### config.mk
export PLATFORM = sky130hd
export DESIGN_NAME = bus_speed_switch
export DESIGN_NICKNAME = d
export VERILOG_FILES = /design/src/rtl/bss_pkg.sv /design/src/rtl/bss_holdoff_chain.sv /design/src/rtl/bss_speed_fsm.sv /design/src/rtl/bus_speed_switch.sv
export SDC_FILE = /design/constraint.sdc
export NUM_CORES = 1
export LEC_CHECK = 0
export ABC_AREA = 1
export BUFFER_PORTS_ARGS = -buffer_cell sky130_fd_sc_hd__buf_2
export CAP_MARGIN = 20
export CORE_AREA = 2 2 39 41
export DETAILED_ROUTE_END_ITERATION = 10
export DIE_AREA = 0 0 41 43
export GPL_TIMING_DRIVEN = 0
export HOLD_SLACK_MARGIN = 0.03
export PLACE_DENSITY_LB_ADDON = 0.25
export SYNTH_ARGS = -nofsm -noshare
export SYNTH_HDL_FRONTEND = slang
export SYNTH_HIERARCHICAL = 1
export SYNTH_SLANG_ARGS = --single-unit
### constraint.sdc
create_clock -name clk -period 1.39 [get_ports clk]
set_clock_uncertainty 0.05 [all_clocks]
set_input_delay 0.0695 -clock clk [delete_from_list [all_inputs] [get_ports clk]]
set_output_delay 0.0695 -clock clk [all_outputs]
set_load 0.03 [all_outputs]
### src/rtl/bss_pkg.sv
package bss_pkg;
  typedef enum logic [1:0] {
    SP_FAST    = 2'd0,
    SP_TO_SLOW = 2'd1,
    SP_SLOW    = 2'd2,
    SP_TO_FAST = 2'd3
  } spd_state_e;
endpackage

### src/rtl/bss_holdoff_chain.sv
// Delay line of flip-flops that measures the return hold-off in slow ticks.
module bss_holdoff_chain #(
  parameter int HOLD_TICKS = 2
) (
  input  logic clk,
  input  logic rst_n,
  input  logic clear,
  input  logic tick,
  output logic done
);
  logic [HOLD_TICKS-1:0] stage_q;

  for (genvar i = 0; i < HOLD_TICKS; i++) begin : g_stage
    logic stage_d;
    logic feed;
    if (i == 0) begin : g_head
      assign feed = 1'b1;
    end else begin : g_body
      assign feed = stage_q[i-1];
    end

    always_comb begin
      stage_d = stage_q[i];
      if (clear) begin
        stage_d = 1'b0;
      end else if (tick) begin
        stage_d = feed;
      end
    end

    always_ff @(posedge clk or negedge rst_n) begin
      if (!rst_n) begin
        stage_q[i] <= 1'b0;
      end else begin
        stage_q[i] <= stage_d;
      end
    end
  end

  assign done = stage_q[HOLD_TICKS-1];

  // a full chain stays full (or empties) only through tick/clear; without tick it cannot newly fill
  a_r9_fill_needs_tick: assert property (@(posedge clk) disable iff (!rst_n)
    $rose(done) |-> $past(tick));
endmodule

### src/rtl/bss_speed_fsm.sv
// Handover sequencer: disables the running clock, waits a dead gap, enables the other one.
module bss_speed_fsm
  import bss_pkg::*;
#(
  parameter int GAP_CYCLES = 2
) (
  input  logic clk,
  input  logic rst_n,
  input  logic req_slow,
  input  logic req_fast,
  output logic use_slow,
  output logic en_fast,
  output logic en_slow
);
  localparam int GAP_W = (GAP_CYCLES > 1) ? $clog2(GAP_CYCLES) : 1;
  localparam logic [GAP_W-1:0] GAP_LAST = GAP_W'(GAP_CYCLES - 1);

  spd_state_e       state_q, state_d;
  logic [GAP_W-1:0] gap_q, gap_d;
  logic             gap_end;
  logic             sel_d;

  assign gap_end = (gap_q == GAP_LAST);

  always_comb begin
    state_d = state_q;
    gap_d   = gap_q;
    unique case (state_q)
      SP_FAST: begin
        if (req_slow) begin
          state_d = SP_TO_SLOW;
          gap_d   = '0;
        end
      end
      SP_TO_SLOW: begin
        if (gap_end) state_d = SP_SLOW;
        else         gap_d   = gap_q + 1'b1;
      end
      SP_SLOW: begin
        if (req_fast) begin
          state_d = SP_TO_FAST;
          gap_d   = '0;
        end
      end
      SP_TO_FAST: begin
        if (gap_end) state_d = SP_FAST;
        else         gap_d   = gap_q + 1'b1;
      end
      default: state_d = SP_FAST;
    endcase
    sel_d = (state_d == SP_TO_SLOW) || (state_d == SP_SLOW);
  end

  always_ff @(posedge clk or negedge rst_n) begin
    if (!rst_n) begin
      state_q  <= SP_FAST;
      gap_q    <= '0;
      use_slow <= 1'b0;
    end else begin
      state_q  <= state_d;
      gap_q    <= gap_d;
      use_slow <= sel_d;
    end
  end

  assign en_fast = (state_q == SP_FAST);
  assign en_slow = (state_q == SP_SLOW);

  a_r4_one_enable: assert property (@(posedge clk) disable iff (!rst_n)
    !(en_fast && en_slow));
  a_r2_slow_gap_before_enable: assert property (@(posedge clk) disable iff (!rst_n)
    $rose(en_slow) |-> !$past(en_fast));
  a_r7_fast_gap_before_enable: assert property (@(posedge clk) disable iff (!rst_n)
    $rose(en_fast) |-> !$past(en_slow));
endmodule

### src/rtl/bus_speed_switch.sv
module bus_speed_switch #(
  parameter int HOLD_TICKS = 2,
  parameter int GAP_CYCLES = 2
) (
  input  logic clk,
  input  logic rst_n,
  input  logic board_sel,
  input  logic as_n,
  input  logic ack_n,
  input  logic slow_tick,
  output logic use_slow,
  output logic en_fast,
  output logic en_slow
);
  logic [1:0] rst_pipe;
  logic       rst_sync_n;
  logic       hold_clear;
  logic       hold_done;
  logic       req_slow;
  logic       req_fast;

  always_ff @(posedge clk or negedge rst_n) begin
    if (!rst_n) rst_pipe <= 2'b00;
    else        rst_pipe <= {rst_pipe[0], 1'b1};
  end
  assign rst_sync_n = rst_pipe[1];

  // an unacknowledged mainboard request restarts the hold-off
  assign hold_clear = board_sel && ack_n;
  // rate changes are only requested between bus cycles
  assign req_slow   = as_n && board_sel;
  assign req_fast   = as_n && !board_sel && hold_done;

  bss_holdoff_chain #(.HOLD_TICKS(HOLD_TICKS)) u_hold (
    .clk   (clk),
    .rst_n (rst_sync_n),
    .clear (hold_clear),
    .tick  (slow_tick),
    .done  (hold_done)
  );

  bss_speed_fsm #(.GAP_CYCLES(GAP_CYCLES)) u_fsm (
    .clk      (clk),
    .rst_n    (rst_sync_n),
    .req_slow (req_slow),
    .req_fast (req_fast),
    .use_slow (use_slow),
    .en_fast  (en_fast),
    .en_slow  (en_slow)
  );

  a_r3_select_frozen_in_cycle: assert property (@(posedge clk) disable iff (!rst_sync_n)
    !as_n |=> $stable(use_slow));
  a_r5_fast_after_holdoff: assert property (@(posedge clk) disable iff (!rst_sync_n)
    $fell(use_slow) |-> $past(hold_done && !board_sel));
  a_r2_slow_needs_decode: assert property (@(posedge clk) disable iff (!rst_sync_n)
    $rose(use_slow) |-> $past(board_sel && as_n));
  a_r1_idle_after_reset: assert property (@(posedge clk)
    !rst_sync_n |-> (en_fast && !en_slow && !use_slow));
endmodule

==> results.yml, run 1 <==
timing:
  fin_crit_sh_pct: 85.59
  slew_violations: 0
  hold_viol_final: 0
  max_freq_mhz: 840.5
  min_period_ps: 1190
  finalSetupViolations: 0
  tns_ps: 0
  grt_setup_unrepaired: "no"
cells_and_area:
  areaGrowthSynthToFinish_pct: 29.18
  mostFrequentLayoutCells: "nand2_1, buf_2, dfrtp_1, nor2_1, inv_1"
  layout-drive-gt1-share_pct: 24.56
  nFillCells: 152
  final_common_cell: "nand2_1"
  antennaDiodeCount: 0
  nNetsFinal: 65
drt:
  drc: 0
  dr.pass1.iters: 2
  drt_first_iter_violations: 1
  viasPerCell: 3.918
  routed_wl_um: 562
  ant_nets: 0
  dr_total_vias: 286
  wl_per_cell_um: 7.699
floorplanning:
  core_sq_um: 1384
  placementRows: 14
  die_area_sq_um: 1763
  io_pins: 9
  die-width_um: 41
  chipHeight_um: 43
  start_util_pct: 25.41
worst_setup_path:
  critPathKind: "reg -> out"
  r2r_end: "u_fsm/use_slow"
  regToRegStartpoint: "u_fsm/state_q[0]"
  crit_start: "u_fsm/state_q[0]"
  crit_arrival_ps: 1070
  crit_required_ps: 1270
  max_stage_delay_ps: 420
  end_kind: "primary output"
  critPathCapture: "en_slow"
  crit_slowest_cell: "dfrtp_1"
  path_cells: "inv_2, nand2_1, inv_1, buf_2"
  reg2reg_slack_ps: 350
  crit_path_start_kind: "register"
  worstRegToRegCells: 6
  worstPathMaxFanout: 5
synthesis:
  yosys_register_bits: 8
  synthCells: 44
  yosysWarnings: 6
  synth_fp_nets: 50
  synthDistinctLibCells: 12
  netlist_area_sq_um: 351.6
  synth_seq_area_share_pct: 56.94
  avgSynthCellArea_sq_um: 7.991
clocking:
  htree_num_levels: 1
  clk_pin_slew_worst_paths_ps: 50
  clockBufferDepth: 2
  cts_sinks: 8
  cts_tree: "done"
  clockRootBuffer: "clkbuf_4"
  worstSkewPairLatency_ps: 240
  postCtsSetupBuffers: 0
  cts_resized: 0
  cts_buffers: 3
pwr:
  power.density_nw_per_um2: 2024
  design_power_total_mw: 0.9194
  power_leakage_nw: 0.2592
  ir_drop_v: 0.0005592
grt:
  grt_max_degree: 7
  antenna_found_initial: 0
  grt_use_total_pct: 8.418
  grt_pass1_vias: 269
  grt_pass1_wl_um: 966
  grt.overflow.total: 0
job:
  drv_cap: 0
place:
  dp_hpwl_um: 424.3
  io_buffers: 8
  gp_congestion: 0.6634
status:
  outcome: "complete, no violations"
hold_path:
  hp-class: "reg -> async"
==> worst min path at each step <==
stage	startpoint	endpoint	slack, ps
6_report	rst_pipe[1]	u_fsm/gap_end	40
5_1_grt	rst_pipe[1]	u_fsm/state_q[0]	70
4_1_cts	rst_pipe[1]	u_fsm/use_slow	50
3_5_place_dp	rst_n	rst_pipe[0]	-190
3_3_place_gp	rst_n	rst_pipe[0]	-190
2_1_floorplan	rst_n	rst_pipe[0]	-280
==> kinds of logic after synthesis <==
kind of cell	Yosys count	share of synthesized area, %
buf+inv	8	8.541
other cells	1	1.067
flops	8	56.94
simple gates	25	29.54
compound gates	2	3.914
==> timing repair <==
action | in CTS | in global routing
hold buffers | 2 | 0
endpoints found under the hold margin | 3 | 0
setup endpoints to repair | 0 | 0
==> layout make-up <==
class / instances / area, sq um / share of cell area [%]
Inverter: 8 / 30.03 / 6.612
Multi-Input combinational cell: 28 / 121.4 / 26.72
Timing Repair Buffer: 10 / 60.06 / 13.22
Sequential cell: 8 / 200.2 / 44.08
Tap cell: 16 / 20.02 / 4.408
Clock buffer: 3 / 22.52 / 4.959
==> where the power goes <==
group | internal (mW) | leakage [nW] | switching [mW]
clock | 0.0985 | 0.0138 | 0.0741
combinational | 0.125 | 0.149 | 0.258
sequential | 0.304 | 0.0962 | 0.0611
==> Yosys cell counts (all sizes together) <==
cell	instances	area (sq um)
conb	1	3.750
dfrtp	8	200.2
inv	8	30.03
nand2	13	48.80
nand3	2	10.01
nand3b	1	7.510
nor2	8	32.54
nor3	1	5.000
o21ai	2	13.76
==> metrics by stage <==
stage	hold WS, ps	utilization [%]	setup slack, ps	std cells	instance area, sq um
CTS	48.61	32.82	189.3	73	454.2
finish	44.39	32.82	200.3	73	454.2
floorplan	-276.1	-	45.17	44	351.6
detailed placement	-192.7	29.75	348.4	68	411.6
global route	69.20	32.82	103.7	73	454.2
global placement	-194.1	29.75	340.1	68	411.6
==> metal layers <==
layer | wire (um) | vias up | share of wire (%) | global-route usage, %
met4 | 0 | 0 | 0 | 6.000
met5 | 0 | - | 0 | 0
met3 | 19 | 0 | 3.4 | 3.141
met2 | 255 | 4 | 45 | 12.19
li1 | - | 156 | - | -
met1 | 287 | 126 | 51 | 9.635
==> worst max-delay path: cells and delay by family (launching register included) <==
family        cells  cell delay, ps
flops             1             420
buf+inv           3             320
simple gates      1              80
==> state kept, by name (all words and copies together) (netlist names) <==
name	count
u_fsm/gap_end	1
rst_pipe	2
u_hold/done	1
u_hold/g_stage.feed	1
u_fsm/state_q	2
u_fsm/use_slow	1
No activity file was read; power rests on OpenSTA's default activity.
==> inputs of run 2 (changes only) <==
Settings changed: RECOVER_POWER set to 100.
==> run 2 against run 1 <==
Compared with the run above:
- die area did not move
- sequential share of layout area up 0.99 points
- global-route usage unchanged
- clock-buffer cell count did not move
- fmax shrank 1.2%
- sequential power is 1% lower
- power is 3.1% lower
- critical path depth unchanged
- non-clock buffer count is the same
- first-iteration DRC count grew 100%
- via count shrank 0.70%
- worst setup slack got worse by 15 ps
- largest cell class unchanged
- largest power group is now registers
==> results.yml, run 2 (synthesis results as in run 1) <==
status:
  outcome: "complete, no violations"
job:
  drv_cap: 0
worst_setup_path:
  end_kind: "primary output"
  crit_required_ps: 1270
  critPathKind: "reg -> out"
  reg2reg_slack_ps: 310
  crit_arrival_ps: 1080
  crit_path_start_kind: "register"
  worstPathMaxFanout: 5
clocking:
  cts_sinks: 8
  cts_tree: "done"
  clockBufferDepth: 2
  postCtsSetupBuffers: 0
  clockRootBuffer: "clkbuf_4"
  cts_resized: 0
  cts_buffers: 3
  clk_pin_slew_worst_paths_ps: 50
  worstSkewPairLatency_ps: 240
  htree_num_levels: 1
drt:
  wl_per_cell_um: 7.726
  dr_total_vias: 284
  ant_nets: 0
  drt_first_iter_violations: 2
  drc: 0
  viasPerCell: 3.890
  routed_wl_um: 564
  dr.pass1.iters: 2
pwr:
  seqPwrFrac_pct: 40.3
  power.density_nw_per_um2: 2006
  p_comb_share_pct: 40.3
  power_leakage_nw: 0.2494
  ir_drop_v: 0.0005914
  power_frac_clock_pct: 19.4
  internal-power_mw: 0.5124
  power_switching_mw: 0.3788
  p_sw_share_pct: 42.50
cells_and_area:
  mostFrequentLayoutCells: "nand2_1, nor2_1, inv_1, dfrtp_1"
  nNetsFinal: 65
  final_common_cell: "nand2_1"
  largestRegisters: "rst_pipe x2, u_fsm/state_q x2"
  antennaDiodeCount: 0
  nFillCells: 154
  multi_input_area_sq_um: 115.1
  seq_area_sq_um: 200.2
  final_cell_area_sq_um: 444.2
  layout-drive-gt1-share_pct: 14.04
  areaGrowthSynthToFinish_pct: 26.33
timing:
  max_freq_mhz: 830.3
  min_period_ps: 1204
  hold_viol_final: 0
  tns_ps: 0
  slew_violations: 0
  grt_setup_unrepaired: "no"
  fin_crit_sh_pct: 86.65
  finalSetupViolations: 0
place:
  io_buffers: 8
  placed_area_sq_um: 411.6
  gp_congestion: 0.6634
  dp_hpwl_um: 424.3
grt:
  grt.overflow.total: 0
  grt_pass1_vias: 269
  grt_max_degree: 7
  antenna_found_initial: 0
  grt_use_total_pct: 8.418
  grt_pass1_wl_um: 966
floorplanning:
  core_sq_um: 1384
  placementRows: 14
  chipHeight_um: 43
  io_pins: 9
  die-width_um: 41
  die_area_sq_um: 1763
  start_util_pct: 25.41
hold_path:
  hp-class: "reg -> async"
run 2: area by class of cell:
class / count / area share [%]
flip-flops and latches: 8 / 45.07
clock buffers: 3 / 5.070
well taps: 16 / 4.507
inverters: 8 / 6.761
multi-input cells: 28 / 25.92
repair buffers: 10 / 12.68
run 2: worst paths after layout:
kind,from,endpoint,depth (start not counted)
max,u_fsm/state_q[0],en_slow,4
min in group clk,ack_n,u_hold/g_stage[1].feed,4
max reg2reg,u_fsm/state_q[0],u_fsm/use_slow,5
max in group asynchronous,rst_pipe[1],u_fsm/state_q[1],0
min reg2reg,rst_pipe[1],u_fsm/gap_end,0
min,rst_pipe[1],u_fsm/gap_end,0
run 2: metrics by stage:
step	util [%]	total power, mW	hold slack (ps)	cells	setup WS [ps]
after floorplan	-	0.6508	-276.1	44	45.17
after global placement	29.75	0.7512	-194.1	68	340.1
after detailed placement	29.75	0.7484	-192.7	68	348.4
after CTS	32.82	0.9291	48.61	73	189.3
after global routing	32.10	0.9761	69.20	73	79.27
final	32.10	0.8912	44.15	73	185.6
run 2: critical path: stages (launching register included):
cell and delay (ps):
dfrtp_1 410, inv_1 100, nand2_1 80, inv_1 60, clkbuf_2 190
run 2: timing repair:
item,in CTS,in global routing
endpoints found under the hold margin,3,0
endpoints found under the setup margin,0,0
hold buffers,2,0
run 2: power groups by stage:
stage | logic [mW] | clock network (mW) | registers (mW)
2_1_floorplan | 0.265 | 0 | 0.386
3_3_place_gp | 0.381 | 0 | 0.370
3_5_place_dp | 0.380 | 0 | 0.368
4_1_cts | 0.386 | 0.179 | 0.364
5_1_grt | 0.411 | 0.197 | 0.369
6_report | 0.359 | 0.173 | 0.360
run 2: layer usage:
| metal | up-vias | part of all wire [%] | track usage [%] |
|---|---|---|---|
| met4 | 0 | 0 | 6.000 |
| met3 | 0 | 3.5 | 3.141 |
| li1 | 156 | - | - |
| met5 | - | 0 | 0 |
| met2 | 4 | 46 | 12.19 |
| met1 | 124 | 50 | 9.635 |
==> inputs of run 3 (changes only) <==
Settings changed: SYNTH_HIERARCHICAL 1 to unset.
==> run 3 against run 2 <==
Compared with the run above:
- clock-buffer cell count unchanged
- worst hold slack got worse by 4.7 ps
- fmax decreased by 2.8%
- cell count decreased by 5.5%
- critical path depth decreased by 2
- design area decreased by 1.1%
- worst setup slack got worse by 35 ps
- sequential share of layout area increased by 0.51 points
- critical path type unchanged
- critical endpoint is now en_fast
- highest routed layer unchanged
==> results.yml, run 3 <==
timing:
  max_freq_mhz: 807.0
  hold_viol_final: 0
  grt_setup_unrepaired: "no"
  slew_violations: 0
  fin_crit_sh_pct: 89.15
  tns_ps: 0
  finalSetupViolations: 0
  min_period_ps: 1239
worst_setup_path:
  crit_start: "u_fsm.state_q[1]"
  reg2reg_slack_ps: 270
  crit_required_ps: 1270
  end_kind: "primary output"
  crit_arrival_ps: 1120
  crit_path_start_kind: "register"
  critPathKind: "reg -> out"
  regToRegStartpoint: "u_fsm.state_q[0]"
  worstPathMaxFanout: 4
clocking:
  worstSkewPairLatency_ps: 240
  cts_hold_buf: 2
  postCtsSetupBuffers: 0
  clockBufferDepth: 2
  clk_pin_slew_worst_paths_ps: 50
  htree_num_levels: 1
  cts_resized: 0
  cts_sinks: 8
  clockRootBuffer: "clkbuf_4"
  cts_buffers: 3
  cts_tree: "done"
synthesis:
  ys.flop_type: "dfrtp_1"
  yosysTopAreaCell: "dfrtp_1"
  yosys-top-cells-count: "nand2_1, dfrtp_1, inv_1, nand3_1, nor2_2"
  avgSynthCellArea_sq_um: 8.633
  synthDistinctLibCells: 14
  netlist_area_sq_um: 345.3
  yosys_register_bits: 8
  synth_seq_area_share_pct: 57.97
  synth_area_leaders: "dfrtp_1, nand2_1, inv_1, nor2_2, nand3_1"
  yosysMostFrequentCell: "nand2_1"
  synthCells: 40
  yosysWarnings: 0
  synth_fp_nets: 46
  yosysTopAreaCellShare_pct: 57.97
  async_flop_share_pct: 100.0
  synth_edf_count: 0
cells_and_area:
  fin_cells: 69
  nFillCells: 150
  mostFrequentLayoutCells: "nand2_1, dfrtp_1, inv_1, clkbuf_1"
  nNetsFinal: 61
  largestRegisters: "rst_pipe x2, u_fsm.state_q x2"
  antennaDiodeCount: 0
  areaGrowthSynthToFinish_pct: 27.17
  layout-drive-gt1-share_pct: 18.87
  final_common_cell: "nand2_1"
status:
  outcome: "complete, no violations"
pwr:
  power.density_nw_per_um2: 1997
  power_leakage_nw: 0.2412
  ir_drop_v: 0.0005556
drt:
  viasPerCell: 4.000
  dr_total_vias: 276
  dr.pass1.iters: 4
  drc: 0
  drt_first_iter_violations: 2
  routed_wl_um: 561
  ant_nets: 0
  wl_per_cell_um: 8.130
floorplanning:
  start_util_pct: 24.95
  chipHeight_um: 43
  placementRows: 14
  io_pins: 9
  die-width_um: 41
  core_sq_um: 1384
  die_area_sq_um: 1763
place:
  io_buffers: 8
  place_inst: 64
  dp_hpwl_um: 445.1
  gp_congestion: 0.6434
grt:
  grt_use_total_pct: 8.647
  grt_pass1_vias: 277
  grt.overflow.total: 0
  grt_pass1_wl_um: 979
  grt_max_degree: 7
  antenna_found_initial: 0
job:
  drv_cap: 0
hold_path:
  hp-class: "reg -> async"
## run 3: layout make-up
cell class	count	area [sq um]	area share, %
Sequential cell	8	200.2	45.58
Multi-Input combinational cell	25	115.1	26.21
Inverter	7	26.28	5.983
Clock buffer	3	22.52	5.128
Tap cell	16	20.02	4.558
Timing Repair Buffer	10	55.05	12.54
## run 3: cell families (layout without fill, tap and decap cells)
| group | after synthesis | in the layout | share of synthesized area, % |
|---|---|---|---|
| AND/OR/NAND/NOR | 20 | 20 | 25.73 |
| flip-flops | 8 | 8 | 57.97 |
| buffers and inverters | 7 | 20 | 7.607 |
| AO/OA/AOI/OAI | 4 | 4 | 7.607 |
| other | 1 | 1 | 1.086 |
## run 3: layer usage
metal	share of wire [%]	wire, um	vias to the layer above	global-route usage (%)
li1	-	-	147	-
met1	49	274	125	9.396
met2	48	271	4	12.19
met3	2.9	16	0	3.141
met4	0	0	0	8.000
met5	0	0	-	0
## run 3: final timing paths
path                                               end  depth (start not counted)
worst min register to register        u_fsm.state_q[0]                          0
worst max-delay path                           en_fast                          2
min in group clk                u_hold.g_stage[1].feed                          3
worst max register to register          u_fsm.use_slow                          5
worst min-delay path                  u_fsm.state_q[0]                          0
max in group asynchronous       u_hold.g_stage[1].feed                          0
## run 3: worst max-delay path: stages, from the launching register on
cell	delay, ps
dfrtp_1	400
nor2_2	150
clkbuf_1	320
## run 3: stage by stage
step | area, sq um | power (mW) | setup WS [ps] | utilization, % | hold WS [ps]
global route | 439.2 | 0.9657 | 61.56 | 31.74 | 60.49
floorplan | 345.3 | 0.6419 | 188.8 | - | -276.1
global placement | 405.4 | 0.7373 | 358.9 | 29.29 | -193.8
CTS | 447.9 | 0.9221 | 175.6 | 32.37 | 41.70
finish | 439.2 | 0.8772 | 150.9 | 31.74 | 39.46
detailed placement | 405.4 | 0.7396 | 358.7 | 29.29 | -193.6
## run 3: power by group
| part | leakage (nW) | total, mW | switching (mW) | internal [mW] |
|---|---|---|---|---|
| clock | 0.0138 | 0.170 | 0.0715 | 0.0983 |
| sequential | 0.0956 | 0.349 | 0.0486 | 0.300 |
| combinational | 0.132 | 0.358 | 0.250 | 0.108 |
